`src/rtl/pincfg_pkg.sv`:
```
package pincfg_pkg;
  localparam int unsigned NUM_CFG     = 3;
  localparam int unsigned ADDR_FN     = 0;
  localparam int unsigned ADDR_PU     = 1;
  localparam int unsigned ADDR_DE     = 2;
  localparam int unsigned ADDR_KEY    = 3;
  localparam int unsigned ADDR_COMMIT = 4;
  localparam int unsigned VEC_W       = 32;

  // Bits that may be updated by a write: every free bit, plus committed
  // protected bits while the gate is open.
  function automatic logic [VEC_W-1:0] upd_mask(input logic [VEC_W-1:0] prot,
                                                input logic [VEC_W-1:0] commit,
                                                input logic             open);
    logic [VEC_W-1:0] guarded;
    guarded = open ? (prot & commit) : '0;
    return (~prot) | guarded;
  endfunction

  function automatic logic [VEC_W-1:0] merge(input logic [VEC_W-1:0] old_v,
                                             input logic [VEC_W-1:0] new_v,
                                             input logic [VEC_W-1:0] en);
    return (new_v & en) | (old_v & ~en);
  endfunction
endpackage

```
`src/rtl/pincfg_gate.sv`:
```
module pincfg_gate #(
  parameter int unsigned DATA_W = 32,
  parameter logic [DATA_W-1:0] KEY = 32'hA5C3_0F1E
) (
  input  logic              clk,
  input  logic              rst_n,
  input  logic              wr_i,
  input  logic [DATA_W-1:0] wdata_i,
  output logic              open_o
);
  logic key_match;
  assign key_match = (wdata_i == KEY);

  always_ff @(posedge clk or negedge rst_n) begin
    if (!rst_n)    open_o <= 1'b0;
    else if (wr_i) open_o <= key_match;
  end

  a_r5_key_opens: assert property (@(posedge clk) disable iff (!rst_n)
    (wr_i && wdata_i == KEY) |=> open_o);
  a_r5_other_closes: assert property (@(posedge clk) disable iff (!rst_n)
    (wr_i && wdata_i != KEY) |=> !open_o);
  a_r5_hold: assert property (@(posedge clk) disable iff (!rst_n)
    !wr_i |=> $stable(open_o));
endmodule

```
`src/rtl/pincfg_commit.sv`:
```
module pincfg_commit #(
  parameter int unsigned NPINS = 8,
  parameter logic [NPINS-1:0] PROT = 8'h0F
) (
  input  logic             clk,
  input  logic             rst_n,
  input  logic             wr_i,
  input  logic [NPINS-1:0] wdata_i,
  input  logic             open_i,
  output logic [NPINS-1:0] commit_o
);
  logic accept;
  assign accept = wr_i && open_i;

  always_ff @(posedge clk or negedge rst_n) begin
    if (!rst_n)      commit_o <= '0;
    else if (accept) commit_o <= wdata_i & PROT;
  end

  a_r8_closed_hold: assert property (@(posedge clk) disable iff (!rst_n)
    !open_i |=> $stable(commit_o));
  a_r8_free_zero: assert property (@(posedge clk) disable iff (!rst_n)
    (commit_o & ~PROT) == '0);
endmodule

```
`src/rtl/pincfg_field.sv`:
```
module pincfg_field #(
  parameter int unsigned NPINS = 8,
  parameter logic [NPINS-1:0] PROT    = 8'h0F,
  parameter logic [NPINS-1:0] RST_VAL = 8'h0F
) (
  input  logic             clk,
  input  logic             rst_n,
  input  logic             wr_i,
  input  logic [NPINS-1:0] wdata_i,
  input  logic             open_i,
  input  logic [NPINS-1:0] commit_i,
  output logic [NPINS-1:0] q_o
);
  import pincfg_pkg::*;

  logic [NPINS-1:0] en_bits;
  logic [NPINS-1:0] next_q;

  assign en_bits = NPINS'(upd_mask(VEC_W'(PROT), VEC_W'(commit_i), open_i));
  assign next_q  = NPINS'(merge(VEC_W'(q_o), VEC_W'(wdata_i), VEC_W'(en_bits)));

  always_ff @(posedge clk or negedge rst_n) begin
    if (!rst_n)    q_o <= RST_VAL;
    else if (wr_i) q_o <= next_q;
  end

  a_r6_closed_hold: assert property (@(posedge clk) disable iff (!rst_n)
    !open_i |=> $stable(q_o & PROT));
  a_r7_uncommitted_hold: assert property (@(posedge clk) disable iff (!rst_n)
    wr_i |=> ((q_o & PROT & ~$past(commit_i)) == ($past(q_o) & PROT & ~$past(commit_i))));
  a_r9_free_take: assert property (@(posedge clk) disable iff (!rst_n)
    wr_i |=> ((q_o & ~PROT) == ($past(wdata_i) & ~PROT)));
endmodule

```
`src/rtl/pincfg_regs.sv`:
```
module pincfg_regs #(
  parameter int unsigned NPINS  = 8,
  parameter int unsigned ADDR_W = 4,
  parameter int unsigned DATA_W = 32,
  parameter logic [NPINS-1:0]  PROT_MASK  = 8'h0F,
  parameter logic [DATA_W-1:0] UNLOCK_KEY = 32'hA5C3_0F1E
) (
  input  logic              clk,
  input  logic              rst_n,
  input  logic              wr_valid_i,
  input  logic [ADDR_W-1:0] wr_addr_i,
  input  logic [DATA_W-1:0] wr_data_i,
  input  logic              rd_en_i,
  input  logic [ADDR_W-1:0] rd_addr_i,
  output logic              rd_valid_o,
  output logic [DATA_W-1:0] rd_data_o,
  output logic [NPINS-1:0]  alt_sel_o,
  output logic [NPINS-1:0]  pull_up_o,
  output logic [NPINS-1:0]  dig_en_o
);
  import pincfg_pkg::*;

  localparam logic [NPINS-1:0] RST_CFG = PROT_MASK;

  logic [NPINS-1:0] cfg_q [NUM_CFG];
  logic [NPINS-1:0] commit_q;
  logic             gate_open;
  logic             wr_key, wr_commit;
  logic [DATA_W-1:0] rd_mux;
  logic             rd_mapped;

  assign wr_key    = wr_valid_i && (wr_addr_i == ADDR_W'(ADDR_KEY));
  assign wr_commit = wr_valid_i && (wr_addr_i == ADDR_W'(ADDR_COMMIT));

  pincfg_gate #(.DATA_W(DATA_W), .KEY(UNLOCK_KEY)) u_gate (
    .clk(clk), .rst_n(rst_n), .wr_i(wr_key), .wdata_i(wr_data_i),
    .open_o(gate_open));

  pincfg_commit #(.NPINS(NPINS), .PROT(PROT_MASK)) u_commit (
    .clk(clk), .rst_n(rst_n), .wr_i(wr_commit), .wdata_i(wr_data_i[NPINS-1:0]),
    .open_i(gate_open), .commit_o(commit_q));

  for (genvar g = 0; g < NUM_CFG; g++) begin : g_cfg
    logic hit;
    assign hit = wr_valid_i && (wr_addr_i == ADDR_W'(g));
    pincfg_field #(.NPINS(NPINS), .PROT(PROT_MASK), .RST_VAL(RST_CFG)) u_field (
      .clk(clk), .rst_n(rst_n), .wr_i(hit), .wdata_i(wr_data_i[NPINS-1:0]),
      .open_i(gate_open), .commit_i(commit_q), .q_o(cfg_q[g]));
  end

  assign alt_sel_o = cfg_q[ADDR_FN];
  assign pull_up_o = cfg_q[ADDR_PU];
  assign dig_en_o  = cfg_q[ADDR_DE];

  always_comb begin
    rd_mux    = '0;
    rd_mapped = 1'b1;
    if      (rd_addr_i == ADDR_W'(ADDR_FN))     rd_mux = DATA_W'(cfg_q[ADDR_FN]);
    else if (rd_addr_i == ADDR_W'(ADDR_PU))     rd_mux = DATA_W'(cfg_q[ADDR_PU]);
    else if (rd_addr_i == ADDR_W'(ADDR_DE))     rd_mux = DATA_W'(cfg_q[ADDR_DE]);
    else if (rd_addr_i == ADDR_W'(ADDR_KEY))    rd_mux = DATA_W'(!gate_open);
    else if (rd_addr_i == ADDR_W'(ADDR_COMMIT)) rd_mux = DATA_W'(commit_q);
    else                                        rd_mapped = 1'b0;
  end

  always_ff @(posedge clk or negedge rst_n) begin
    if (!rst_n) begin
      rd_valid_o <= 1'b0;
      rd_data_o  <= '0;
    end else begin
      rd_valid_o <= rd_en_i;
      if (rd_en_i) rd_data_o <= rd_mux;
    end
  end

  a_r10_valid_next: assert property (@(posedge clk) disable iff (!rst_n)
    rd_en_i |=> rd_valid_o);
  a_r10_unmapped_zero: assert property (@(posedge clk) disable iff (!rst_n)
    (rd_en_i && !rd_mapped) |=> (rd_data_o == '0));
  a_r4_alt_follows: assert property (@(posedge clk) disable iff (!rst_n)
    (wr_valid_i && wr_addr_i == ADDR_W'(ADDR_FN) && gate_open) |=>
      ((alt_sel_o & $past(commit_q)) == ($past(wr_data_i[NPINS-1:0]) & $past(commit_q))));
endmodule

```
`config.mk`:
```
export PLATFORM = sky130hd
export DESIGN_NAME = pincfg_regs
export DESIGN_NICKNAME = d
export VERILOG_FILES = /design/src/rtl/pincfg_pkg.sv /design/src/rtl/pincfg_gate.sv /design/src/rtl/pincfg_commit.sv /design/src/rtl/pincfg_field.sv /design/src/rtl/pincfg_regs.sv
export SDC_FILE = /design/constraint.sdc
export NUM_CORES = 1
export LEC_CHECK = 0
export ABC_AREA = 1
export ABC_CLOCK_PERIOD_IN_PS = 1250
export BUFFER_PORTS_ARGS = -buffer_cell sky130_fd_sc_hd__buf_2
export CAP_MARGIN = 20
export CORE_MARGIN = 2
export CORE_UTILIZATION = 49
export CTS_BUF_LIST = sky130_fd_sc_hd__clkbuf_8
export CTS_CLUSTER_SIZE = 30
export DETAILED_ROUTE_END_ITERATION = 10
export MAX_ROUTING_LAYER = met4
export PLACE_DENSITY = 0.82
export SYNTH_ARGS = -nofsm -noshare
export SYNTH_HDL_FRONTEND = slang
export SYNTH_HIERARCHICAL = 1
export SYNTH_SLANG_ARGS = --single-unit
```
`constraint.sdc`:
```
create_clock -name clk -period 1.25 [get_ports clk]
set_input_delay 0.3125 -clock clk [delete_from_list [all_inputs] [get_ports clk]]
set_output_delay 0.3125 -clock clk [all_outputs]
set_load 0.05 [all_outputs]
```
; ---- Word-level counts from Yosys, hierarchy flattened
; Index checks and enable logic that the tools add are counted.
[totals]
out_inout_bits = 57
inputBits = 44
register_bits = 62
[classes]
n_bitwise = 8
n_reduce_logical = 9
eq_ne = 9
n_mux = 6
[ops]
columns = operator, n
row1 = AND 8 bit, 4
row2 = "== test 32 bit, second input constant", 1
row3 = 2-to-1 mux 8 bit, 3
row4 = bitwise OR 8 bit, 3
row5 = "== test 4 x 2 -> 1 bit, second input constant", 4
row6 = 2-to-1 mux 4 bit, 3
row7 = "== test 4 x 1 -> 1 bit, second input constant", 2
row8 = "== test 4 x 3 -> 1 bit, second input constant", 2
row9 = logical NOT 4 bit, 2
row10 = NOT 8 bit, 1
row11 = logical AND 1 bit, 6
row12 = logical NOT 1 bit, 1

; ---- Longest topological paths before layout
; Gate-level depths: netlist of the first run.
[depth]
ltp_word = 6
depth_mapped = 9
mapped_depth_nobuf = 9

; ---- Cells and area by module
; Netlist of the first run, hierarchy kept.
[by_module_without_submodules]
columns = mod, seq_area_each_um2, instances, cells_per_inst, area_each_um2
row1 = pincfg_field, 205.2, 3, 38, 349.1
row2 = pincfg_regs, 225.2, 1, 134, 913.4
row3 = pincfg_gate, 25.0, 1, 42, 195.2
row4 = pincfg_commit, 100.1, 1, 22, 190.2

; ---- Least setup slack after synthesis of the first run
; No wires, ideal clock.
[synth_timing]
path_kind = input port to flip-flop
start = input wr_addr_i[2]
end = register (tool-made name)
required_ns = 1.190
arrival_ns = 1.247
path_buffers = 1
setup_slack_ns = -0.057
path_stages = 6
cell_sequence = inv_1 > nand3_1 > nor3_1 > buf_6 > nand4_1 > nand2_1
[synth_lines]
columns = item, line
row1 = from (decl), pincfg_regs.sv:11  ; input logic [ADDR_W-1:0] wr_addr_i,

==> metrics.md, run 1 <==
| Metric | Value |
|---|---|
| All-Layer GR Usage | `22.86%` |
| Crit path max-delay family | `flip-flops` |
| Gr ovfl total | `0` |
| DRT iter0 DRCs | `approximately 180` |
| Min-Delay Startpoint | `rd_en_i` |
| Layout cells sized above 1 | `a little under a third` |
| R2R cell count | `6` |
| DP Worst Slack | `-45.06 ps` |
| Pins Over Slew Limit | `0` |
| Avg Cell Area, Syn | `7.519 um^2` |
| WL/cell | `12.53 um` |
| Global-route wire length before repair | `9.190 mm` |
| WHS | `232.4 ps` |
| GP Congestion | `0.8102` |
| Die H | `73.20 um` |
| Status | `finished, violations left` |
| Worst path slowest cell | `dfstp_2` |
| Nets | `between 400 and 500` |
| Failing checks | `setup timing` |
| Post-Route WL | `approximately 5.8 mm` |
| Cells after synthesis | `312` |
| LEAKAGE | `0.001665 uW` |
| Largest net degree at the start of global routing | `39` |
| CTS clock-pin slew for the worst setup and hold paths | `80 ps` |
| Synth cell count leaders | `nand2_1, nand3_1, buf_4, inv_1, nand4_1` |
| Critical Path RT | `between 900 and 1000 ps` |
| Post-synth ARST share | `100.0%` |
| M1 GR Usage | `28.90%` |
| Filler cell count | `about 400` |
| Layout Skew | `9.003 ps` |
| CTS root buf | `clkbuf_8` |
| Die area | `5358 um^2` |
| TritonCTS clock tree | `done` |
| Vias in the first global route | `1989` |
| Final period utilization | `106.9%` |
| Reg-to-Reg End | `rd_data_o[2]$_DFFE_PN0P_` |
| Worst vdd ir | `0.7952 mV` |
| Post-DR vias/cell | `4.978` |
| Worst Hold Path EP | `rd_valid_o$_DFF_PN0_` |
| Syn Std Cell Area | `2346 um^2` |
| Worst-path maximum fanout | `2` |
| Port Buf Inserts | `76` |
| Post-synthesis sequential area ratio | `between 40% and 50%` |
| Count leader, synth | `nand2_1` |
| CP Launch Type | `flip-flop` |
| Starting Density | `between 50% and 60%` |
| Busiest layer in global routing | `met2` |
| Synth Warn # | `6` |
| Met2 Use GR | `36.84%` |
| Fmax achieved | `between 700 and 800 MHz` |
| Antenna violations before repair | `0` |
| Final hold vios | `0` |
| Post-route ant nets | `0` |
| Worst Path Class, Setup | `flip-flop to output pin` |
| Post-synth top flop | `dfrtp_1` |
| Hold Path Stages | `1` |
| P per Cell Area | `about 1100 nW/um^2` |
| Drt pass-1 iters | `4` |
| P&R area growth vs syn | `31.57%` |
| RSZ-0062 raised after global routing | `yes` |
| R2R setup slack | `130 ps` |
| Via count | `2315` |
| Largest area contributor in the netlist | `dfrtp_1` |
| DRC | `0` |
| Number of synthesized flops with an enable pin | `0` |
| Cts bufs inserted | `5` |
| Crit. End Element | `output pin` |
| Clock sinks | `38` |
| Clock latency on the worst-skew pair | `300 ps` |
| Core footprint | `4661 um^2` |
| Diodes inserted | `0` |
| Final number of setup-violating endpoints | `12` |
| Met3 GRT Util | `4.420%` |
| Yosys top cell area share | `27.73%` |
| Synth cell types | `20` |
| Die W | `73.20 um` |
| Crit path buffers/inverters | `1` |
| Crit path cell chain | `buf_8` |
| Critical path data arrival time | `~1000 ps` |
| Top post-synthesis cells by area | `dfrtp_1, nand2_1, dfstp_2` |
| Crit-path max cell delay | `570 ps` |
| #FFs+latches synth | `38` |
| Maxcap violations | `0` |
| Worst setup margin | `-85.64 ps` |
| Max clock buf depth | `2` |
| Std-Cell Rows | `25` |
| H-tree depth | `2` |
| Dpl hpwl | `around 4 mm` |
| Tmin final | `1336 ps` |
| Worst hold-check path type | `primary input to flip-flop` |
| I/O pin total | `101` |
-- per-stage QoR --
step                      setup TNS [ps]  cell area [um^2]  std cells  total power, uW  util, %
after floorplan                   -742.7              2444        338             2226        -
after global placement            -1.150              2726        442             2456    58.50
after detailed placement          -129.9              2726        442             2474    58.50
after CTS                         -804.5              3057        463             3331    65.58
after global routing               -1005              3087        465             3485    66.23
final                             -791.2              3087        465             3356    66.23
-- per-layer routing --
| layer | part of all wire (%) | wire length [um] | up-vias |
|---|---|---|---|
| li1 | - | - | 1148 |
| met1 | 44 | 2555 | 1058 |
| met2 | 48 | 2812 | 102 |
| met3 | 6.4 | 373 | 7 |
| met4 | 1.5 | 86 | 0 |
| met5 | 0 | 0 | - |
-- where the power goes --
part,switching [uW],internal (uW),total (uW),leakage (uW)
clock network,432,372,803,0.0000519
registers,111,1340,1450,0.000457
logic,807,294,1100,0.00116
-- placed cells by master, fill, tap and decap left out --
master and count:
nor3_1 3, nor3_2 2, nand2_2 2, nor2_1 12
clkbuf_8 5, dfstp_2 12, buf_8 12, dlygate4sd3_1 1
inv_1 38, o211ai_1 1, nor2_2 2, buf_6 4
buf_12 3, o21ai_0 13, nor2_4 2, buf_4 32
nand2_1 90, buf_2 52, nor2_8 1, inv_2 1
nand3_1 42, conb_1 28, dfrtp_1 26, nand4_1 27
-- cells by family (layout without fill, tap and decap cells) --
| kind of cell | after synthesis | count (layout) | share of synthesized area, % |
|---|---|---|---|
| flip-flops | 38 | 38 | 41.17 |
| buffers and inverters | 75 | 148 | 18.56 |
| other | 2 | 28 | 0.3201 |
| AO/OA/AOI/OAI | 14 | 14 | 3.093 |
| AND/OR/NAND/NOR | 183 | 183 | 36.85 |
-- area by class of cell --
class | count | area, um^2 | share of cell area, %
sequential | 38 | 965.9 | 31.29
tap | 54 | 67.56 | 2.189
timing repair buffer | 104 | 795.8 | 25.78
inverter | 36 | 135.1 | 4.378
clock inverter | 3 | 11.26 | 0.3648
multi-input combinational | 225 | 1042 | 33.77
clock buffer | 5 | 68.82 | 2.229
-- worst max-delay path by stage --
| stage | start | cells past startpoint | to |
|---|---|---|---|
| 2_1_floorplan | wr_addr_i[2] | 6 | flip-flop |
| 3_3_place_gp | wr_addr_i[2] | 10 | u_gate/open_o$_DFFE_PN0P_ |
| 3_5_place_dp | wr_addr_i[2] | 10 | u_gate/open_o$_DFFE_PN0P_ |
| 4_1_cts | flip-flop | 1 | pull_up_o[2] |
| 5_1_grt | flip-flop | 1 | pull_up_o[0] |
| 6_report | flip-flop | 1 | pull_up_o[0] |
-- timing repair --
item,in CTS,in global routing
hold endpoints to repair,26,0
hold buffers,1,0
gates resized for setup,48,4
buffers inserted,12,2
setup endpoints to repair,24,16
cloned,0,0
Note: power is estimated with default switching activity, not from simulation.
==> run 2: changes to the inputs <==
- GPL_TIMING_DRIVEN: unset -> 0
- RECOVER_POWER: unset -> 100
==> run 2 against run 1 <==
  * The run still ends with setup timing left
  * Via count grew 1.3%
  * Sequential power is essentially flat
  * Power grew 9.4%
==> metrics.md, run 2 (synthesis gave the netlist of run 1 again) <==
| Metric | Value |
|---|---|
| Final hold vios | `0 (unchanged)` |
| Worst Path Class, Setup | `flip-flop to output pin` |
| Die W | `73.20 um (unchanged)` |
| Max clock buf depth | `2 (unchanged)` |
| Dpl hpwl | `4.416 mm (+8.4%)` |
| Part of the power in registers | `39.2% (-4.1 points)` |
| Pins Over Slew Limit | `0 (unchanged)` |
| Std-Cell Rows | `25 (unchanged)` |
| Antenna violations before repair | `0 (unchanged)` |
| Combinational share of power | `31.7% (-1.1 points)` |
| WHS | `135.6 ps (-96.74 ps)` |
| TNS Setup | `-770.5 ps (+20.70 ps)` |
| Relative slew slack | `38.11%` |
| H-tree depth | `2 (unchanged)` |
| Slew @ Worst Pin | `928.4 ps` |
| Post-Route WL | `5.962 mm (+2.3%)` |
| Crit. End Element | `output pin` |
| Die area | `5358 um^2 (unchanged)` |
| Status | `finished, violations left` |
| Worst-path maximum fanout | `2 (unchanged)` |
| Worst path slowest cell | `dfstp_2` |
| Via count | `2346 (+1.3%)` |
| CTS root buf | `clkbuf_8` |
| Port Buf Inserts | `76 (unchanged)` |
| Final number of setup-violating endpoints | `12 (unchanged)` |
| Global-route wire length before repair | `9.756 mm (+6.2%)` |
| Nets | `479 (+5.5%)` |
| P&R area growth vs syn | `40.11%` |
| Commonest non-fill, non-tap cell in the layout | `nand2_1` |
| Most frequent cells in the layout | `nand2_1, buf_4, buf_2, nand3_1, inv_1` |
| Layout cells sized above 1 | `36.32% (+4.7 points)` |
| Crit path max-delay family | `flip-flops` |
| Critical Path RT | `940 ps (about the same)` |
| CTS clock-pin slew for the worst setup and hold paths | `70 ps (about the same)` |
| WP depth | `1 (unchanged)` |
| WL/cell | `12.19 um (-2.7%)` |
| Starting Density | `50.34% (unchanged)` |
| Tmin final | `1330 ps (-5.315 ps)` |
| Clock latency on the worst-skew pair | `290 ps (about the same)` |
| Maxcap violations | `0 (unchanged)` |
| Worst vdd ir | `0.7379 mV (-7.2%)` |
| Worst hold-check path type | `primary input to asynchronous set/reset pin` |
| I/O pin total | `101 (unchanged)` |
| Sw Ratio | `36.73% (-3.5 points)` |
| All-Layer GR Usage | `24.19% (+1.3 points)` |
| Crit-path max cell delay | `570 ps (about the same)` |
| DRT iter0 DRCs | `178 (-0.56%)` |
| Cts bufs inserted | `5 (unchanged)` |
| Gr ovfl total | `0 (unchanged)` |
| Clock sinks | `38 (unchanged)` |
| Worst setup margin | `-80.32 ps (+5.315 ps)` |
| R2R cell count | `6 (unchanged)` |
| Fmax achieved | `751.7 MHz (+0.40%)` |
| Diodes inserted | `0 (unchanged)` |
| Vias in the first global route | `2100 (+5.6%)` |
| Drt pass-1 iters | `4 (unchanged)` |
| Layout Skew | `2.170 ps (-6.833 ps)` |
| GP Congestion | `0.8229 (+1.6%)` |
| TritonCTS clock tree | `done` |
| Core footprint | `4661 um^2 (unchanged)` |
| Crit path cell chain | `buf_8` |
| CP Launch Type | `flip-flop` |
| Critical path data arrival time | `1020 ps (about the same)` |
| Final period utilization | `106.4% (-0.43 points)` |
| Post-CTS Hold Buffers | `0 (-1)` |
| Clk pwr share | `29.1% (+5.2 points)` |
| LEAKAGE | `0.001786 uW (+7.3%)` |
| Largest net degree at the start of global routing | `39 (unchanged)` |
| Post-DR vias/cell | `4.798 (-3.6%)` |
| RSZ-0062 raised after global routing | `yes` |
| Failing checks | `setup timing` |
| Post-route ant nets | `0 (unchanged)` |
| P per Cell Area | `1117 nW/um^2 (+2.8%)` |
| Die H | `73.20 um (unchanged)` |
| Crit path buffers/inverters | `1 (unchanged)` |
| Internal | `2324 uW (+16%)` |
| Psw | `1349 uW (about the same)` |
| DRC | `0 (unchanged)` |
## run 2: per-layer routing
layer	track usage, %	routed length, um	up-vias
met5	-	0	-
met4	7.407	78	0
met3	4.144	378	7
met2	39.44	2994	112
met1	30.73	2510	1022
li1	-	-	1205
## run 2: power groups by stage
stage,Clock (uW),Sequential (uW),Combinational [uW]
CTS,1080,1440,1120
global placement,0,1450,1050
finish,1070,1440,1160
detailed placement,0,1460,1060
global route,1130,1460,1240
floorplan,0,1820,403
## run 2: final cells by class
| class | instances | area [um^2] |
|---|---|---|
| plain buffers | 39 | 291.5 |
| clock buffers | 6 | 82.58 |
| clock inverters | 1 | 30.03 |
| fillers | 378 | 1374 |
| inverters | 36 | 135.1 |
| multi-input cells | 225 | 1050 |
| flip-flops and latches | 38 | 965.9 |
| well taps | 54 | 67.56 |
| repair buffers | 90 | 664.4 |
## run 2: path summary, 6_finish.rpt
kind	from	to	slack [ps]
min in group clk	rd_en_i	rd_valid_o$_DFF_PN0_	140
max in group asynchronous	rst_n	rd_data_o[6]$_DFFE_PN0P_	530
hold / removal	rst_n	g_cfg[0].u_field/q_o[5]$_DFFE_PN0P_	140
setup / recovery	flip-flop	alt_sel_o[1]	-80
setup reg to reg	flip-flop	rd_data_o[2]$_DFFE_PN0P_	130
hold reg to reg	rd_data_o[0]$_DFFE_PN0P_	rd_data_o[0]$_DFFE_PN0P_	480
## run 2: repair_timing
| action | 4_1_cts | 5_1_grt |
|---|---|---|
| gates resized for setup | 49 | 12 |
| setup endpoints to repair | 39 | 45 |
| pin swaps | 0 | 0 |
| setup buffers | 11 | 3 |
## run 2: per-stage QoR
stage                     setup WS [ps]  power [uW]  cell area [um^2]  cells  util (%)
final                            -80.32        3673              3287    489     70.52
after CTS                        -85.24        3639              3244    486     69.61
after detailed placement         -514.8        2520              2892    468     62.04
after global routing             -104.1        3826              3287    489     70.52
after floorplan                  -57.34        2226              2444    338         -
after global placement           -465.5        2498              2892    468     62.04
